### src/rtl/irq_gw_pkg.sv
package irq_gw_pkg;
  // Per-source strobes passed from the identifier decoder to the gateways.
  typedef struct packed {
    logic claim;
    logic complete;
  } gwStrobe_t;
endpackage

### src/rtl/irq_gw_decode.sv
module irq_gw_decode
  import irq_gw_pkg::*;
#(
  parameter int NumSrc = 8,
  parameter int IdW    = $clog2(NumSrc + 1)
) (
  input  logic                    claimValid,
  input  logic [IdW-1:0]          claimId,
  input  logic                    completeValid,
  input  logic [IdW-1:0]          completeId,
  output gwStrobe_t [NumSrc-1:0]  strb
);
  // Source k answers to identifier k+1. Id 0 and ids above NumSrc match nothing.
  for (genvar k = 0; k < NumSrc; k++) begin : g_dec
    localparam logic [IdW-1:0] MyId = IdW'(k + 1);
    always_comb begin
      strb[k].claim    = claimValid    && (claimId    == MyId);
      strb[k].complete = completeValid && (completeId == MyId);
    end
  end
endmodule

### src/rtl/irq_gw_datapath.sv
module irq_gw_datapath
  import irq_gw_pkg::*;
#(
  parameter int NumSrc = 8
) (
  input  logic                    clk,
  input  logic                    rst_n,
  input  logic [NumSrc-1:0]       srcIn,
  input  logic [NumSrc-1:0]       edgeMode,
  input  gwStrobe_t [NumSrc-1:0]  strb,
  output logic [NumSrc-1:0]       pending
);
  logic [NumSrc-1:0] prevSample;
  logic [NumSrc-1:0] active;
  logic [NumSrc-1:0] event_;
  logic [NumSrc-1:0] accept;

  for (genvar k = 0; k < NumSrc; k++) begin : g_gw
    always_comb begin
      event_[k] = edgeMode[k] ? (srcIn[k] & ~prevSample[k]) : srcIn[k];
      accept[k] = event_[k] & ~active[k];
    end

    always_ff @(posedge clk or negedge rst_n) begin
      if (!rst_n) begin
        prevSample[k] <= 1'b0;
        active[k]     <= 1'b0;
        pending[k]    <= 1'b0;
      end else begin
        prevSample[k] <= srcIn[k];
        if (accept[k]) begin
          active[k]  <= 1'b1;
          pending[k] <= 1'b1;
        end else begin
          if (strb[k].complete) active[k]  <= 1'b0;
          if (strb[k].claim)    pending[k] <= 1'b0;
        end
      end
    end

    // an unlocked level source that is high must become pending.
    p_level_sets_r3: assert property (@(posedge clk) disable iff (!rst_n)
      (!edgeMode[k] && srcIn[k] && !active[k]) |=> pending[k]);

    // a claim on a locked source leaves its flag clear.
    p_claim_clears_r4: assert property (@(posedge clk) disable iff (!rst_n)
      (strb[k].claim && active[k]) |=> !pending[k]);

    // a flag can only rise while the source was unlocked.
    p_rise_needs_unlocked_r5: assert property (@(posedge clk) disable iff (!rst_n)
      $rose(pending[k]) |-> !$past(active[k]));

    // without a claim a raised flag stays raised.
    p_flag_holds_r6: assert property (@(posedge clk) disable iff (!rst_n)
      (pending[k] && !strb[k].claim) |=> pending[k]);

    // the lock is released only by a complete naming this source.
    p_unlock_by_complete_r7: assert property (@(posedge clk) disable iff (!rst_n)
      $fell(active[k]) |-> $past(strb[k].complete));
  end
endmodule

### src/rtl/irq_gateway_array.sv
module irq_gateway_array
  import irq_gw_pkg::*;
#(
  parameter int NumSrc = 8,
  parameter int IdW    = $clog2(NumSrc + 1)
) (
  input  logic              clk,
  input  logic              rst_n,
  input  logic [NumSrc-1:0] srcIn,
  input  logic [NumSrc-1:0] edgeMode,
  input  logic              claimValid,
  input  logic [IdW-1:0]    claimId,
  input  logic              completeValid,
  input  logic [IdW-1:0]    completeId,
  output logic [NumSrc-1:0] pending
);
  gwStrobe_t [NumSrc-1:0] strb;

  irq_gw_decode #(.NumSrc(NumSrc), .IdW(IdW)) i_decode (
    .claimValid   (claimValid),
    .claimId      (claimId),
    .completeValid(completeValid),
    .completeId   (completeId),
    .strb         (strb)
  );

  irq_gw_datapath #(.NumSrc(NumSrc)) i_datapath (
    .clk     (clk),
    .rst_n   (rst_n),
    .srcIn   (srcIn),
    .edgeMode(edgeMode),
    .strb    (strb),
    .pending (pending)
  );

  // an invalid identifier must leave every flag without a falling edge.
  p_bad_id_no_clear_r8: assert property (@(posedge clk) disable iff (!rst_n)
    (claimValid && ((claimId == '0) || (int'(claimId) > NumSrc)))
      |=> ($past(pending) & ~pending) == '0);
endmodule

### config.mk
export PLATFORM = sky130hd
export DESIGN_NAME = irq_gateway_array
export DESIGN_NICKNAME = d
export VERILOG_FILES = /design/src/rtl/irq_gw_pkg.sv /design/src/rtl/irq_gw_decode.sv /design/src/rtl/irq_gw_datapath.sv /design/src/rtl/irq_gateway_array.sv
export SDC_FILE = /design/constraint.sdc
export NUM_CORES = 1
export LEC_CHECK = 0
export BUFFER_PORTS_ARGS = -buffer_cell sky130_fd_sc_hd__buf_2
export CAP_MARGIN = 20
export CORE_MARGIN = 4
export CORE_UTILIZATION = 25
export DETAILED_ROUTE_END_ITERATION = 8
export PLACE_DENSITY = 0.47
export SLEW_MARGIN = 20
export SYNTH_ARGS = -nofsm -noshare
export SYNTH_HDL_FRONTEND = slang
export SYNTH_SLANG_ARGS = --single-unit
### constraint.sdc
create_clock -name clk -period 0.8 [get_ports clk]
set_clock_uncertainty 0.1 [all_clocks]
set_input_delay 0.12 -clock clk [delete_from_list [all_inputs] [get_ports clk]]
set_output_delay 0.12 -clock clk [all_outputs]
set_load 0.02 [all_outputs]
# Word level (Yosys, flattened, before mapping)
# Cells that the tools add are included.
dict set report classes {
  bitwise 32
  muxes 40
  reduce_logical 32
  n_eq_ne 16
}
# op n
set op_table {}
lappend op_table {{2-to-1 mux 1 bit} 40}
lappend op_table {{== test 4 x 3 -> 1 bit (second input constant)} 8}
lappend op_table {{nonzero test 2 bit} 16}
lappend op_table {{bitwise AND 1 bit} 16}
lappend op_table {{== test 4 x 2 -> 1 bit (second input constant)} 4}
lappend op_table {{logical AND 1 bit} 16}
lappend op_table {{NOT 1 bit} 16}
lappend op_table {{== test 4 x 1 -> 1 bit (second input constant)} 2}
lappend op_table {{== test 4 bit (second input constant)} 2}
dict set report totals {
  in_bits 28
  out_inout_bits 8
  word_cells 144
  register_bits 24
}

# Longest topological paths before layout
dict set report logic_depth {
  depth_word 5
  depth_mapped 3
  mapped_depth_nobuf 3
}

# Cells and area by module
# From an unflattened synthesis, not the netlist that was laid out.
dict set report hier_totals {
  cells_unflattened 84
  hier_area_um2 983.4
}
# mod area_each_um2 cells_each instances
set modules_own_cells {}
lappend modules_own_cells {irq_gw_datapath 840.8 56 1}
lappend modules_own_cells {irq_gw_decode 142.6 28 1}

# Worst setup path after synthesis
# No wires, ideal clock.
dict set report synth_path {
  path_kind {input-to-reg}
  startpoint {input completeId[3]}
  endpoint {register i_datapath.active[0]}
  cell_stages 3
  setup_time_ns 0.119
  required_ns 0.581
  slack_ns -0.119
  arrival_ns 0.700
  path_cell_list {or3b_1 o21ai_1 nand2_1}
}
dict set report synth_via {
  elab_chain_len 3
}
# element line
set synth_rtl {}
lappend synth_rtl {{start, declared} irq_gateway_array.sv:14} ;# input logic [IdW-1:0] completeId,
lappend synth_rtl {{== test 4 x 1 -> 1 bit} irq_gw_decode.sv:18} ;# strb[k].complete = completeValid && (completeId == MyId);
lappend synth_rtl {{logical AND 1 bit} irq_gw_decode.sv:18}
lappend synth_rtl {{nonzero test 2 bit (no source line)} -}
lappend synth_rtl {{end signal, assigned by index} irq_gw_datapath.sv:27} ;# active[k] <= 1'b0;
lappend synth_rtl {{end signal, assigned by index} irq_gw_datapath.sv:32} ;# active[k] <= 1'b1;
lappend synth_rtl {{end signal, assigned by index} irq_gw_datapath.sv:35} ;# if (strb[k].complete) active[k] <= 1'b0;
lappend synth_rtl {{end, declared} irq_gw_datapath.sv:14} ;# logic [NumSrc-1:0] active;
# Every way passes these cells.
# A chain may end at the register's enable or synchronous reset.

# Worst setup path in the final report
dict set report layout_path {
  startpoint {register i_datapath.pending[7]}
  endpoint {output pending[7]}
}
# element line
set layout_rtl {}
lappend layout_rtl {{start, declared} irq_gw_datapath.sv:11} ;# output logic [NumSrc-1:0] pending
lappend layout_rtl {{start signal, assigned by index} irq_gw_datapath.sv:28} ;# pending[k] <= 1'b0;
lappend layout_rtl {{start signal, assigned by index} irq_gw_datapath.sv:33} ;# pending[k] <= 1'b1;
lappend layout_rtl {{start signal, assigned by index} irq_gw_datapath.sv:36} ;# if (strb[k].claim) pending[k] <= 1'b0;
lappend layout_rtl {{end, declared} irq_gateway_array.sv:15} ;# output logic [NumSrc-1:0] pending
# No word-level cell between the ends.

==> impl_results.md <==
- Area growth, synth to finish: 61.26%
- Mapped Cells: 84
- Crit path capture type: output pin
- Reg2reg end: i_datapath.pending[7]
- Vias: 802
- # DRC: 0
- Outcome: finished with violations
- Pre-antenna DRT Iters: 4
- Critical Path Stages: 1
- Unrepaired setup endpoints after global routing: yes
- Largest area contributor in the netlist: dfrtp_1
- Hold depth: 3
- Largest net degree at the start of global routing: 17
- CP Cell Sequence: buf_6
- DR WL/cell: 12.34 um
- Worst reg2reg path startpoint: i_datapath.pending[7]
- WL final: 2.296 mm
- Max Clock Freq: 956.6 MHz
- CP endpoint: pending[7]
- EDFF count, synth: 0
- CP bufs+invs: 1
- Startpoint Class: flop
- Tmin final: approximately 1.0 ns
- I/O pin total: 36
- Chip width: 68.57 um
- Mapped Area: between 900 and 1000 um2
- Antenna violations before repair: 0
- Die height: 68.57 um
- Diodes inserted: 0
- Initial drt markers: 33
- Avg Inst Size Synth: 10.92 um2
- Worst min path class: in2reg
- Vias in the first global route: 784
- Worst Setup SP: i_datapath.pending[7]
- YS warnings: 0
- DRT antenna net count: 0
- Count of cell types in the netlist: 9
- Num rows: 21
- Worst hold slack: 0.02237 ns
- Ys async rst share: 100.0%
- Latest clock arrival within the worst-skew pair: 0.26 ns
- Reg2Reg Depth: 3
- Gr usage total: 10.23%
- CP max stage cell: dfrtp_2
- RD Place Congestion: 0.6952
- Clk slew on worst S/H paths: 0.09 ns
- Setup WS pre-CTS: -0.2668 ns
- Setup ws final: -0.2454 ns
- CTS tree: yes
- First-pass GRT wire length: roughly 3.5 mm
- Critical Path Max Stage Delay: 0.43 ns
- CTS Root Cell: clkbuf_8
- Final Setup Violations: 13
- Fillcell total: 356
- Fin. Hold Viols: 0
- GRT overflow: 0
- Worst slew margin: 75.84%
- Top cell types by occurrence after synthesis: 26 x nand2_1, 24 x dfrtp_1, 10 x nand3b_1, 8 x o21ai_0, 6 x o21ai_1
- Vias per cell: 4.312
- CTS Buffer Depth: 2
- Num CTS Buffers: 3
- Seq/Total Area, Yosys: 65.48%
- Worst-path maximum fanout: 2
- Pwr per Cell Area: 3171 nW/um2
- Top-area cell type share of the netlist area: approximately two thirds
- Clock sink count: 24
- Top-count cell post-synth: nand2_1
- CP Data Arrival Time: 0.83 ns
- Share of cells above drive strength 1: between 40% and 50%
- Net count, final: 169
- Die Area: 4702 um2
- VDD IR max: 1.340 mV
- Max_cap viols: 0
- Slew @ Worst Pin: 0.3577 ns
- Worst R2R Setup Slack: -0.14 ns
- Violated checks: setup timing
- Top post-synthesis cells by area: dfrtp_1 65%, nand2_1 11%, nand3b_1 8.2%, o21ai_0 4.4%, o21ai_1 3.3%
- Core area: 3442 um2
- Critical Path RT: 0.58 ns
- IO Port Bufs: 35
- Max-slew violations: 0
- Final period utilization: 130.7%
- Synth Net Count: 112
- Leak: 0.6480 nW
- H-tree depth: 1
- Cell family with most CP delay: flip-flops
- DP Wirelength: 1.771 mm
- Synthesized flop and latch total: 24
- Synth Flop Type: dfrtp_1
- Initial Utilization: between 20% and 30%
- Worst Path Class, Setup: reg2out
[worst min path at each step]
stage	startpoint	to	slack, ns
after floorplan	rst_n	i_datapath.active[0]	-0.28
after global placement	rst_n	i_datapath.prevSample[4]	-0.10
after detailed placement	rst_n	i_datapath.prevSample[4]	-0.10
after CTS	srcIn[0]	i_datapath.active[0]	0.02
after global routing	srcIn[0]	i_datapath.pending[0]	0.03
final	srcIn[0]	i_datapath.active[0]	0.02
[cells by family (layout without fill, tap and decap cells)]
group / Yosys count / in the layout / share of synthesized area (%)
AND/OR/NAND/NOR: 42 / 42 / 23.46
flip-flops: 24 / 24 / 65.48
AO/OA/AOI/OAI: 18 / 18 / 11.05
buffers and inverters: 0 / 56 / 0
[report_power, final]
| part | leakage [nW] | internal, W | total (W) | switching (W) |
|---|---|---|---|---|
| registers | 0.255 | 0.00165 | 0.00194 | 0.000287 |
| clock network | 0.0357 | 0.000669 | 0.00105 | 0.000385 |
| logic | 0.357 | 0.000956 | 0.00170 | 0.000742 |
| total | 0.648 | 0.00328 | 0.00469 | 0.00141 |
[cells in the final DEF, fill, tap and decap left out, drive strengths merged]
cell type and count:
buf 43, bufinv 1, clkbuf 3, dfrtp 24
dlygate4sd3 9, nand2 26, nand2b 4, nand3b 10
o21ai 14, o31ai 3, o41ai 1, or3b 2
[cell type report]
cell class	instances	area [um2]	share of cell area (%)
Clock buffer	3	41.29	2.792
Clock inverter	1	30.03	2.030
Multi-Input combinational cell	60	347.8	23.52
Sequential cell	24	603.1	40.78
Tap cell	46	57.56	3.892
Timing Repair Buffer	52	399.1	26.99
[routing by layer]
metal  routed length [um]  global-route usage, %  vias up  part of all wire, %
met5                    0                      0        -                    0
met4                    0                  2.233        0                    0
met3                  140                  3.079        0                  6.1
met2                 1157                  16.09       23                   50
met1                  998                  13.84      378                   43
li1                     -                      -      401                    -
[repair_timing]
item                                   CTS  global route
pin swaps                                2             6
buffers inserted                         3             4
setup endpoints to repair               13            23
endpoints found under the hold margin   32             0
gates cloned                             0             0
hold buffers                             9             0
resized for setup                       20             8
[worst min-delay path, cell delays in order]
cell      delay (ns)
buf_2           0.09
nand3b_1        0.09
nand2_1         0.06
[through the flow]
| step | std cells | power (W) | cell area, um2 | setup TNS, ns | utilization [%] |
|---|---|---|---|---|---|
| 4_1_cts | 185 | 0.004597 | 1445 | -2.050 | 41.98 |
| 3_3_place_gp | 169 | 0.003038 | 1200 | -3.025 | 34.86 |
| 3_5_place_dp | 169 | 0.003062 | 1200 | -3.223 | 34.86 |
| 6_report | 186 | 0.004689 | 1479 | -2.130 | 42.97 |
| 5_1_grt | 186 | 0.004986 | 1479 | -2.790 | 42.97 |
| 2_1_floorplan | 84 | 0.002556 | 924.6 | -0.5173 | - |
[flip-flops by register name (all words and copies together), names as in the netlist]
| signal | cells |
|---|---|
| i_datapath.active | 8 |
| i_datapath.pending | 8 |
| i_datapath.prevSample | 8 |
No activity file was read; power rests on OpenSTA's default activity.
